==> src/rtl/wd_pkg.sv <==
package wd_pkg;

  typedef logic [1:0] rate_t;

  // Timeout length in clocks: base period scaled by 4^rate.
  function automatic logic [31:0] wd_limit(input rate_t rate, input int unsigned base_log2);
    int unsigned sh;
    sh = base_log2 + 2 * int'(rate);
    return 32'd1 << sh;
  endfunction

endpackage

==> src/rtl/wd_cfg_latch.sv <==
module wd_cfg_latch (
  input  logic          clk,
  input  logic          rst_n,
  input  logic          cfg_off,
  input  wd_pkg::rate_t rate_sel,
  output logic          run_q,
  output wd_pkg::rate_t rate_q
);
  // Configuration is captured only while reset is held.
  always_ff @(posedge clk) begin
    if (!rst_n) begin
      run_q  <= ~cfg_off;
      rate_q <= rate_sel;
    end
  end
endmodule

==> src/rtl/wd_key_seq.sv <==
module wd_key_seq #(
  parameter logic [7:0] ARM_KEY = 8'h55,
  parameter logic [7:0] CLR_KEY = 8'hAA
) (
  input  logic       clk,
  input  logic       rst_n,
  input  logic       run,
  input  logic       wr,
  input  logic [7:0] data,
  input  logic       disarm,
  output logic       armed,
  output logic       clr_evt
);
  logic arm_hit;

  assign arm_hit = run & wr & (data == ARM_KEY);
  assign clr_evt = run & wr & (data == CLR_KEY) & armed;

  always_ff @(posedge clk) begin
    if (!rst_n || !run) armed <= 1'b0;
    else if (clr_evt)   armed <= 1'b0;
    else if (disarm)    armed <= 1'b0;
    else if (arm_hit)   armed <= 1'b1;
  end
endmodule

==> src/rtl/wd_timebase.sv <==
module wd_timebase #(
  parameter int BASE_LOG2 = 15,
  localparam int CW = BASE_LOG2 + 6
) (
  input  logic          clk,
  input  logic          rst_n,
  input  logic          run,
  input  wd_pkg::rate_t rate,
  input  logic          clr,
  input  logic          hold,
  output logic [CW-1:0] cnt,
  output logic          timeout_evt
);
  logic [CW-1:0] term;

  assign term        = CW'(wd_pkg::wd_limit(rate, BASE_LOG2) - 32'd1);
  assign timeout_evt = run & ~hold & ~clr & (cnt == term);

  always_ff @(posedge clk) begin
    if (!rst_n || !run)              cnt <= '0;
    else if (clr || hold || timeout_evt) cnt <= '0;
    else                             cnt <= cnt + 1'b1;
  end
endmodule

==> src/rtl/wd_pulse.sv <==
module wd_pulse #(
  parameter int PULSE_LEN = 16,
  localparam int PW = $clog2(PULSE_LEN + 1)
) (
  input  logic clk,
  input  logic rst_n,
  input  logic fire,
  output logic busy
);
  logic [PW-1:0] left;

  assign busy = (left != '0);

  always_ff @(posedge clk) begin
    if (!rst_n)    left <= '0;
    else if (fire) left <= PW'(PULSE_LEN);
    else if (busy) left <= left - 1'b1;
  end
endmodule

==> src/rtl/keyed_watchdog.sv <==
module keyed_watchdog #(
  parameter int         BASE_LOG2 = 15,
  parameter int         PULSE_LEN = 16,
  parameter logic [7:0] ARM_KEY   = 8'h55,
  parameter logic [7:0] CLR_KEY   = 8'hAA
) (
  input  logic       clk,
  input  logic       rst_n,
  input  logic       cfg_off,
  input  logic [1:0] rate_sel,
  input  logic       svc_wr,
  input  logic [7:0] svc_data,
  output logic       rst_req
);
  localparam int CW = BASE_LOG2 + 6;

  logic          run_q;
  wd_pkg::rate_t rate_q;
  logic          armed;
  logic          clr_evt;
  logic          timeout_evt;
  logic [CW-1:0] cnt;

  wd_cfg_latch u_cfg (
    .clk(clk), .rst_n(rst_n), .cfg_off(cfg_off), .rate_sel(rate_sel),
    .run_q(run_q), .rate_q(rate_q)
  );

  wd_key_seq #(.ARM_KEY(ARM_KEY), .CLR_KEY(CLR_KEY)) u_keys (
    .clk(clk), .rst_n(rst_n), .run(run_q), .wr(svc_wr), .data(svc_data),
    .disarm(timeout_evt), .armed(armed), .clr_evt(clr_evt)
  );

  wd_timebase #(.BASE_LOG2(BASE_LOG2)) u_tb (
    .clk(clk), .rst_n(rst_n), .run(run_q), .rate(rate_q), .clr(clr_evt),
    .hold(rst_req), .cnt(cnt), .timeout_evt(timeout_evt)
  );

  wd_pulse #(.PULSE_LEN(PULSE_LEN)) u_pulse (
    .clk(clk), .rst_n(rst_n), .fire(timeout_evt), .busy(rst_req)
  );
endmodule

==> config.mk <==
export PLATFORM = sky130hd
export DESIGN_NAME = keyed_watchdog
export DESIGN_NICKNAME = d
export VERILOG_FILES = /design/src/rtl/wd_pkg.sv /design/src/rtl/wd_cfg_latch.sv /design/src/rtl/wd_key_seq.sv /design/src/rtl/wd_timebase.sv /design/src/rtl/wd_pulse.sv /design/src/rtl/keyed_watchdog.sv
export SDC_FILE = /design/constraint.sdc
export NUM_CORES = 1
export LEC_CHECK = 0
export ABC_AREA = 1
export BUFFER_PORTS_ARGS = -buffer_cell sky130_fd_sc_hd__buf_2
export CAP_MARGIN = 0
export CORE_ASPECT_RATIO = 2
export CORE_MARGIN = 2
export CORE_UTILIZATION = 37
export CTS_CLUSTER_SIZE = 24
export DETAILED_ROUTE_END_ITERATION = 8
export SYNTH_ARGS = -nofsm -noshare
export SYNTH_HDL_FRONTEND = slang
export SYNTH_SLANG_ARGS = --single-unit
==> constraint.sdc <==
create_clock -name clk -period 4.9 [get_ports clk]
set_clock_uncertainty 0.15 [all_clocks]
set_input_delay 0.245 -clock clk [delete_from_list [all_inputs] [get_ports clk]]
set_output_delay 0.245 -clock clk [all_outputs]
set_load 0.02 [all_outputs]
==> results of run 1 <==
cells in the final DEF, fill, tap and decap left out, drive strengths merged:
| master | netlist | final |
|---|---|---|
| nor2 | 66 | 66 |
| nand2 | 55 | 55 |
| inv | 35 | 35 |
| dfxtp | 27 | 27 |
| buf | 2 | 14 |
| nand3 | 13 | 13 |
| xor2 | 12 | 12 |
| clkbuf | 0 | 7 |
| ha | 6 | 6 |
| o21ai | 5 | 5 |
| xnor2 | 5 | 5 |
| nand4 | 4 | 4 |
| nand3b | 4 | 4 |
| conb | 1 | 4 |
| edfxtp | 3 | 3 |
| nor3 | 3 | 3 |
| a21oi | 2 | 2 |
| dlygate4sd3 | 0 | 2 |
| nor4 | 1 | 1 |
| o21bai | 1 | 1 |
| a22oi | 1 | 1 |
power breakdown:
group	leakage (nW)	internal, W	switching [W]
Combinational	0.499	0.0000629	0.000116
Sequential	0.248	0.000271	0.0000180
Clock	0.0443	0.000111	0.0000876
Total	0.791	0.000445	0.000221
metrics by stage:
stage	utilization	setup slack (ns)	hold slack, ns
after floorplan	-	3.18	0.194
after detailed placement	0.416	2.92	0.274
after global routing	0.440	2.71	0.0423
after global placement	0.416	2.93	0.273
after CTS	0.440	2.91	0.0398
final	0.440	2.95	0.0527
synthesized netlist by cell type:
library cell  instances  area (sq um)
xor2_1               12           105
nand2_2               2          12.5
nand3_2               3          30.0
nor3_4                1          16.3
nand2_1              53           199
ha_1                  6          75.1
o21bai_1              1          7.51
nor3_1                2          10.0
nand4_1               4          25.0
nor2_1               65           244
xnor2_1               5          43.8
conb_1                1          3.75
o21ai_0               5          25.0
nor2_4                1          11.3
dfxtp_1              27           541
nand3b_1              4          30.0
nand3_1              10          50.1
inv_1                35           131
nor4_1                1          6.26
buf_6                 2          22.5
edfxtp_1              3          90.1
a21oi_1               2          10.0
a22oi_1               1          7.51
area by class of cell:
cell class | instances | area [sq um] | area share
flip-flops and latches | 30 | 631 | 0.327
repair buffers | 16 | 90.1 | 0.0467
well taps | 54 | 67.6 | 0.0350
multi-input cells | 182 | 923 | 0.479
inverters | 35 | 131 | 0.0681
clock buffers | 7 | 86.3 | 0.0447
worst max-delay path, cell delays in order, from the launching register on:
cell	delay [ns]
dfxtp_1	0.33
inv_1	0.08
ha_1	0.14
inv_1	0.05
nor2_1	0.14
nand2_2	0.12
nor2_1	0.10
nand2_1	0.05
nor2_1	0.10
nand3_2	0.12
nand3_2	0.35
nor2_1	0.08
per-layer routing:
layer,vias to the layer above,share of wire,global-route usage
li1,791,-,-
met1,669,0.33,0.124
met2,21,0.60,0.319
met3,11,0.021,0.0285
met4,0,0.048,0.113
met5,-,0,0
sequential cells by signal, summed over array words and instances, names as in the netlist:
signal and count:
u_cfg.rate_q 2, u_pulse.left 5, u_cfg.run_q 1, u_tb.cnt 21, u_keys.armed 1
logic make-up (layout without fill, tap and decap cells):
family | count (synthesis) | in the layout
xor+xnor | 17 | 17
other cells | 1 | 4
compound gates | 9 | 9
fa+ha+maj | 6 | 6
simple gates | 146 | 146
flops | 30 | 30
buf+inv | 37 | 58
how the worst max path moves through the flow:
stage	end	from	slack, ns
after floorplan	u_tb.cnt[2]$_SDFF_PP0_	u_pulse.left[0]$_SDFFE_PP0P_	3.18
after global placement	u_tb.cnt[16]$_SDFF_PP0_	u_pulse.left[0]$_SDFFE_PP0P_	2.93
after global routing	u_tb.cnt[16]$_SDFF_PP0_	u_pulse.left[0]$_SDFFE_PP0P_	2.71
after CTS	u_tb.cnt[6]$_SDFF_PP0_	u_pulse.left[0]$_SDFFE_PP0P_	2.91
after detailed placement	u_tb.cnt[6]$_SDFF_PP0_	u_pulse.left[0]$_SDFFE_PP0P_	2.92
final	u_tb.cnt[6]$_SDFF_PP0_	u_pulse.left[0]$_SDFFE_PP0P_	2.95
==> results.md, run 1 <==
- Fill cells: between 400 and 500
- Share of the yosys chip area belonging to registers: 0.372
- Crit path DAT: slightly below 2 ns
- Layout cells sized above 1: 0.100
- Synth Warn #: 0
- Total gr overflow: 0
- Post-synthesis adder-cell area fraction: 0.0442
- Period Utilization, post-route: 0.398
- Crit Path Class: register to register
- PwrDens: between 300 and 400 nW/um^2
- Initial antenna violation count: 0
- Xor-xnor portion of the synthesized cell area: 0.0878
- Hpwl dp: between 2000 and 3000 um
- CTS Buf Count: 5
- Die height: 99.8 um
- R2r setup slk: 2.95 ns
- Clock sink total: 30
- Area Growth Syn to Fin: 13.7%
- Hold Startpoint: cfg_off
- Floorplan row count: 34
- RR Startpoint: u_pulse.left[0]$_SDFFE_PP0P_
- Core ar.: 4380 sq um
- Final instance area: roughly 1900 sq um
- Nets: 290
- Avg Inst Size Synth: roughly 7 sq um
- Vias per inst: around 4.6
- Overall Global Routing Usage: 0.160
- Syn Inst Count: between 200 and 250
- N_diodes: 0
- CTS clk-pin slew, worst paths: around 0.06 ns
- Post-Syn Area: 1700 sq um
- Reg2Reg Depth: 11
- Post-CTS Setup Bufs: 0
- Crit Path Max Fanout: 21
- Post-synthesis simple-gate area fraction: 0.374
- Die Area: between 5000 and 6000 sq um
- GP Congestion: ~0.86
- Antenna Nets Post-Route: 0
- Hold path cells: 2
- Yosys cell types: 23
- Final std cells w/o fill: between 300 and 400
- Max IR drop VDD: ~0.00032 V
- Max_cap viols: 0
- RR Endpoint: u_tb.cnt[6]$_SDFF_PP0_
- Final Setup Violations: 0
- DP Area: 1820 sq um
- Vias in the first global route: around 1500
- H-tree levels: 2
- CTS root buf: clkbuf_8
- Hold Crit Endpoint: u_cfg.run_q$_DFFE_PN_
- Mux cell area share after synthesis: 0
- Max Freq: slightly above 0.5 GHz
- I/O pins: 15
- Hold Buf Count CTS: 2
- Hold Vio Cnt, Final: 0
- Hold Path Class: input pin to register
- Die X: a little over 50 um
- RSZ-0062 raised after global routing: false
- Clock latency on the worst-skew pair: around 0.28 ns
- Combinational family with the most area after synthesis: simple AND/OR/NAND/NOR gates
- Clk buf depth: 2
- Setup total negative slack: 0 ns
- Post-CTS sizing: 0
- Largest net degree at the start of global routing: 22
- First-pass GRT wire length: 6070 um
- Vias: 1492
- Routed WL: 3500 um
- Pre-antenna DRT Iters: 4
- Status: finished, final reports clean
- Initial Util: 0.387
- Endpoint class of the critical path: register
- Placed Instances: between 300 and 400
- Max-slew violations: 0
- Drc violations: 0
- Compound-cell area share of the yosys netlist: 0.0295
- Req. time, crit path: between 4 and 5 ns
- CP startpoint kind: register
- WL/cell: 10.8 um
- Total power: 0.000667 W
- Period minus WS final: 1.95 ns
- Lkg Pwr: 0.791 nW
- Port Buf Inserts: 14
- Starting DRT DRC Count: 9
- CTS tree: yes
- Yosys reg bits: 30
(Power assumes the default switching activity.)
==> run 2, diff against run 1 <==
--- a/config.mk
+++ b/config.mk
@@ -5,7 +5,7 @@
 export SDC_FILE = /design/constraint.sdc
 export NUM_CORES = 1
 export LEC_CHECK = 0
-export ABC_AREA = 1
+export ABC_AREA = 0
 export BUFFER_PORTS_ARGS = -buffer_cell sky130_fd_sc_hd__buf_2
 export CAP_MARGIN = 0
 export CORE_ASPECT_RATIO = 2
==> constraint.sdc (replaced) <==
create_clock -name clk -period 1.9 [get_ports clk]
set_clock_uncertainty 0.15 [all_clocks]
set_input_delay 0.095 -clock clk [delete_from_list [all_inputs] [get_ports clk]]
set_output_delay 0.095 -clock clk [all_outputs]
set_load 0.02 [all_outputs]
==> run 2 against run 1 <==
Effect of this change:
- the flow now finishes with violations (negative setup slack)
- sequential power increased to 2.6 times the previous value
- cell count decreased by 14%
- register-to-register slack got worse by 3.1 ns
- synthesized cell count fell by 30%
- global-route usage rose by 1.7 points
- die area decreased by 7.0%
- area after synthesis shrank 7.4%
==> results.md, run 2 <==
- Synth Warn #: 0
- Hpwl dp: ~2900 um
- Crit Path Max Fanout: 5
- Endpoint class of the critical path: register
- RR Startpoint: u_pulse.left[1]$_SDFFE_PP0P_
- Hold Path Class: input pin to register
- Req. time, crit path: approximately 2 ns
- Buf/Inv on CP: 1
- Main flop type after synthesis: dfxtp_1
- Nets: about 250
- DP Area: around 1900 sq um
- Overall Global Routing Usage: 0.177
- Port Buf Inserts: 14
- Max Freq: just under 0.5 GHz
- Max incr delay on CP: 0.49 ns
- Commonest non-fill, non-tap cell in the layout: buf_4
- Starting DRT DRC Count: 16
- Drc violations: 0
- Synth top area share: 0.344
- Hold path cells: 3
- CP top delay family: simple AND/OR/NAND/NOR gates
- Post-Syn Area: 1570 sq um
- Failing checks: negative setup slack
- H-tree levels: 2
- Max_cap viols: 0
- Lkg Pwr: between 0.8 and 0.9 nW
- Floorplan row count: 33
- Top cells by count, synth: dfxtp_1 (27), nor2_1 (25), nand3_1 (11), xor2_1 (11), nand2_1 (9)
- R2r setup slk: -0.15 ns
- Vias per inst: 5.06
- Largest net degree at the start of global routing: 19
- Core ar.: just over 4000 sq um
- Final std cells w/o fill: 279
- CP startpoint kind: register
- First-pass GRT wire length: about 6400 um
- Critical Path, Cell by Cell: inv_2 > ha_4 > or4b_4 > nor3_4 > o2111ai_4 > or3_1 > a21oi_2
- Die height: just under 100 um
- CTS tree: yes
- CTS clk-pin slew, worst paths: approximately 0.060 ns
- Initial antenna violation count: 0
- Avg Inst Size Synth: around 9.2 sq um
- Asr flop ratio synth: 0
- CTS root buf: clkbuf_8
- Final instance area: ~2100 sq um
- Max IR drop VDD: 0.000617 V
- Largest area contributor in the netlist: dfxtp_1
- Initial Util: 0.384
- WP depth: 7
- Clock latency on the worst-skew pair: ~0.28 ns
- I/O pins: 15
- Final Setup Violations: 24
- Vias in the first global route: between 1500 and 2000
- Syn Inst Count: between 150 and 200
- Die X: about 50 um
- Pre-antenna DRT Iters: 4
- Area contributors post-synth: dfxtp_1 (34%), xor2_1 (6.1%), nor2_1 (6.0%)
- N_diodes: 0
- Most frequent cells in the layout: buf_4 (29), nor2_1 (25), dfxtp_1 (25)
- Antenna Nets Post-Route: 0
- Biggest register: u_tb.cnt
- Share of the yosys chip area belonging to registers: 0.402
- CP Launch Point: u_pulse.left[1]$_SDFFE_PP0P_
- Crit Path Class: register to register
- Reg2Reg Depth: 7
- Placed Instances: 263
- GP Congestion: about 0.83
- Period Utilization, post-route: 1.08
- CTS Buf Count: 5
- RR Endpoint: u_pulse.left[4]$_SDFFE_PN0P_
- Crit path to: u_pulse.left[4]$_SDFFE_PN0P_
- Period minus WS final: between 2 and 2.5 ns
- Clock sink total: 30
- PwrDens: 953 nW/um^2
- Total gr overflow: 0
- Clk buf depth: 2
- EDFF count, synth: 3
- Largest regs: u_tb.cnt x21, u_pulse.left x5, u_cfg.rate_q x2
- Max-slew violations: 0
- WL/cell: around 13 um
- RSZ-0062 raised after global routing: true
- Worst slack, placed: -0.189 ns
- Die Area: ~4800 sq um
- Max reg flops: 21
- Routed WL: approximately 3700 um
- Post-route setup slack: -0.155 ns
- Area Growth Syn to Fin: 32.9%
- Vias: ~1400
- Status: complete, but fails checks
- Most frequent cell after synthesis: dfxtp_1
- Hold Vio Cnt, Final: 0
- Yosys cell types: 46
- Slowest stage cell on the critical path: or4b_4
- Layout cells sized above 1: 0.308
- Yosys reg bits: 30
- Crit path DAT: about 2.1 ns
[run 2: layout make-up]
class,count,area (sq um)
fill,382,2000
multi-input combinational,134,925
sequential,30,633
timing repair buffer,48,348
clock buffer,8,90.1
tap,52,65.1
inverter,7,26.3
[run 2: timing repair]
action / 4_1_cts / 5_1_grt
setup buffers: 3 / 1
hold endpoints to repair: 4 / 0
pin swaps: 2 / 1
resized for setup: 1 / 2
hold buffers: 4 / 0
endpoints found under the setup margin: 25 / 26
[run 2: where the power goes]
part | switching [W] | leakage [nW] | total, W | internal (W)
registers | 0.0000388 | 0.248 | 0.000742 | 0.000703
clock network | 0.000230 | 0.0455 | 0.000525 | 0.000295
logic | 0.000343 | 0.530 | 0.000723 | 0.000379
total | 0.000612 | 0.824 | 0.00199 | 0.00138
[run 2: logic make-up after synthesis]
kind of cell / Yosys count / synth area share
simple gates: 86 / 0.308
xor+xnor: 18 / 0.100
buf+inv: 10 / 0.0335
compound gates: 20 / 0.106
fa+ha+maj: 6 / 0.0478
flops: 30 / 0.402
other cells: 1 / 0.00239
[run 2: per-layer routing]
| layer | wire length (um) | GRT usage | vias up |
|---|---|---|---|
| met1 | 1270 | 0.146 | 671 |
| met3 | 102 | 0.0388 | 9 |
| met4 | 93 | 0.0949 | 0 |
| li1 | - | - | 711 |
| met2 | 2190 | 0.365 | 22 |
| met5 | 0 | 0 | - |
[run 2: worst min-delay path by stage]
| stage | to | from | slack, ns |
|---|---|---|---|
| 3_5_place_dp | u_cfg.rate_q[0]$_DFFE_PN_ | rate_sel[0] | 0.12 |
| 5_1_grt | u_keys.armed$_SDFFE_PP0P_ | svc_data[2] | 0.06 |
| 6_report | u_keys.armed$_SDFFE_PP0P_ | svc_data[2] | 0.03 |
| 4_1_cts | u_keys.armed$_SDFFE_PP0P_ | svc_data[2] | 0.03 |
| 2_1_floorplan | u_cfg.rate_q[0]$_DFFE_PN_ | rate_sel[0] | 0.04 |
| 3_3_place_gp | u_cfg.rate_q[1]$_DFFE_PN_ | rate_sel[1] | 0.12 |
[run 2: worst register-to-register path: cells and delay by family (launching register included)]
kind | cells | cell delay (ns)
buffers and inverters | 1 | 0.07
adders and majority gates | 1 | 0.13
and+or+nand+nor | 3 | 1.03
DFF | 1 | 0.32
AOI/OAI and AO/OA | 2 | 0.29
[run 2: stage by stage]
step / hold slack [ns] / utilization / setup TNS, ns / power, W
3_5_place_dp: 0.123 / 0.468 / -3.71 / 0.00139
5_1_grt: 0.0645 / 0.511 / -5.25 / 0.00211
4_1_cts: 0.0317 / 0.507 / -2.84 / 0.00199
3_3_place_gp: 0.121 / 0.468 / -2.84 / 0.00136
2_1_floorplan: 0.0439 / - / -3.83 / 0.00120
6_report: 0.0322 / 0.511 / -2.86 / 0.00199
==> run 3, diff against run 2 <==
--- a/config.mk
+++ b/config.mk
@@ -13,6 +13,9 @@
 export CORE_UTILIZATION = 37
 export CTS_CLUSTER_SIZE = 24
 export DETAILED_ROUTE_END_ITERATION = 8
+export GPL_TIMING_DRIVEN = 0
+export PLACE_DENSITY = 0.55
+export REMOVE_ABC_BUFFERS = 1
 export SYNTH_ARGS = -nofsm -noshare
 export SYNTH_HDL_FRONTEND = slang
 export SYNTH_SLANG_ARGS = --single-unit
==> run 3 against run 2 <==
Effect of this change:
- utilization down 2.3 points
- die area unchanged
- worst setup slack lost 0.095 ns
- sequential share of layout area increased by 1.4 points
- the flow still finishes with violations (negative setup slack)
- combinational power decreased by 11%
- via count shrank 5.4%
- cell area shrank 4.6%
- register-to-register slack worse by 0.095 ns
- global-route usage shrank 1.6 points
- wire length decreased by 4.8%
- cell count shrank 6.1%
- sequential power increased by 2%
==> results.md, run 3 (synthesis gave the netlist of run 2 again) <==
- Status: complete, but fails checks
- Failing checks: negative setup slack
- Clock sink total: 30
- GP Congestion: 0.762
- Req. time, crit path: around 1.9 ns
- Max-slew violations: 0
- Crit path DAT: roughly 2.2 ns
- Fill cells: 397
- Hold Startpoint: svc_data[2]
- Die height: between 90 and 100 um
- Initial antenna violation count: 0
- Drc violations: 0
- CTS root buf: clkbuf_8
- Lkg Pwr: ~0.75 nW
- CP Launch Point: u_pulse.left[1]$_SDFFE_PP0P_
- Post-route setup slack: -0.250 ns
- N_diodes: 0
- Crit Path Max Fanout: 4
- Layout cells sized above 1: 0.267
- Biggest register: u_tb.cnt
- Routed WL: 3490 um
- PwrDens: around 970 nW/um^2
- Period minus WS final: 2.15 ns
- Commonest non-fill, non-tap cell in the layout: dfxtp_1
- Worst rel slew slack: 0.591
- RSZ-0062 raised after global routing: true
- Largest net degree at the start of global routing: 14
- Max reg flops: 21
- CTS tree: yes
- First-pass GRT wire length: a little under 6000 um
- Port Buf Inserts: 14
- I/O pins: 15
- Endpoint class of the critical path: register
- Vias per inst: between 5 and 6
- Most frequent cells in the layout: dfxtp_1 (25), nor2_1 (24), buf_2 (14)
- Max IR drop VDD: 0.000551 V
- Floorplan row count: 33
- Max Freq: between 0.4 and 0.5 GHz
- Core ar.: just over 4000 sq um
- Total gr overflow: 0
- Vias: about 1300
- RR Startpoint: u_pulse.left[1]$_SDFFE_PP0P_
- Initial Util: 0.384
- Nets: 229
- Clk buf depth: 2
- H-tree levels: 2
- Max_cap viols: 0
- Die X: between 50 and 60 um
- Total power: ~0.0019 W
- WL/cell: around 13 um
- Starting DRT DRC Count: 20
- Hold Path Class: input pin to register
- Setup total negative slack: -4.87 ns
- Antenna Nets Post-Route: 0
- Pre-antenna DRT Iters: 4
- Measured slew at the worst slew-check pin: ~0.61 ns
- CTS clk-pin slew, worst paths: roughly 0.06 ns
- Period Utilization, post-route: 1.13
- Hold Vio Cnt, Final: 0
- Vias in the first global route: between 1000 and 1500
- Area Growth Syn to Fin: 26.9%
- Overall Global Routing Usage: 0.161
- Crit Path Class: register to register
- Largest regs: u_tb.cnt x21, u_pulse.left x5, u_cfg.rate_q x2
- CTS Buf Count: 5
- Die Area: slightly below 5000 sq um
- Final Setup Violations: 25
- Hpwl dp: 2460 um
- Clock latency on the worst-skew pair: between 0.2 and 0.3 ns
- CP startpoint kind: register
-- run 3: report_power, final --
part           switching, W  leakage (nW)  total (W)  internal (W)
Combinational      0.000308         0.450   0.000645      0.000338
Sequential        0.0000543         0.248   0.000758      0.000703
Clock              0.000229        0.0482   0.000521      0.000291
-- run 3: through the flow --
| stage | cells | setup slack (ns) | util | hold slack (ns) | instance area, sq um |
|---|---|---|---|---|---|
| final | 262 | -0.250 | 0.487 | 0.0260 | 1990 |
| after global routing | 262 | -0.313 | 0.487 | 0.0773 | 1990 |
| after CTS | 260 | -0.258 | 0.483 | 0.0286 | 1970 |
| after detailed placement | 237 | -0.540 | 0.414 | 0.124 | 1690 |
| after global placement | 237 | -0.471 | 0.414 | 0.123 | 1690 |
| after floorplan | 171 | -0.284 | - | 0.0439 | 1560 |
-- run 3: cell type report --
type | count | area (sq um) | share of cell area
multi-input cells | 134 | 945 | 0.474
flip-flops and latches | 30 | 633 | 0.318
repair buffers | 31 | 231 | 0.116
clock buffers | 7 | 86.3 | 0.0433
well taps | 52 | 65.1 | 0.0327
inverters | 7 | 26.3 | 0.0132
clock inverters | 1 | 5.00 | 0.00251
-- run 3: layer usage --
layer  track usage  wire length [um]  part of all wire
met1         0.158              1360              0.39
met2         0.315              1980              0.57
met3        0.0233                62             0.018
met4        0.0787                76             0.022
met5             0                 0                 0
-- run 3: worst max-delay path: stages (launching register included) --
cell and delay (ns):
dfxtp_2 0.33, inv_2 0.08, ha_4 0.13, or4b_4 0.50
nor3_4 0.18, o2111ai_4 0.20, buf_6 0.17, o31ai_4 0.21
a211oi_1 0.09
-- run 3: timing repair --
item / CTS / global route
setup buffers: 11 / 2
hold endpoints to repair: 6 / 0
pin swaps: 13 / 2
resized for setup: 15 / 1
hold buffers: 4 / 0
endpoints found under the setup margin: 25 / 26
-- run 3: path summary, 6_finish.rpt --
path / endpoint / slack (ns) / depth (start not counted)
setup reg to reg: u_pulse.left[1]$_SDFFE_PP0P_ / -0.25 / 8
hold / removal: u_keys.armed$_SDFFE_PP0P_ / 0.03 / 3
hold reg to reg: u_tb.cnt[0]$_SDFF_PP0_ / 0.31 / 1
setup / recovery: u_pulse.left[1]$_SDFFE_PP0P_ / -0.25 / 8
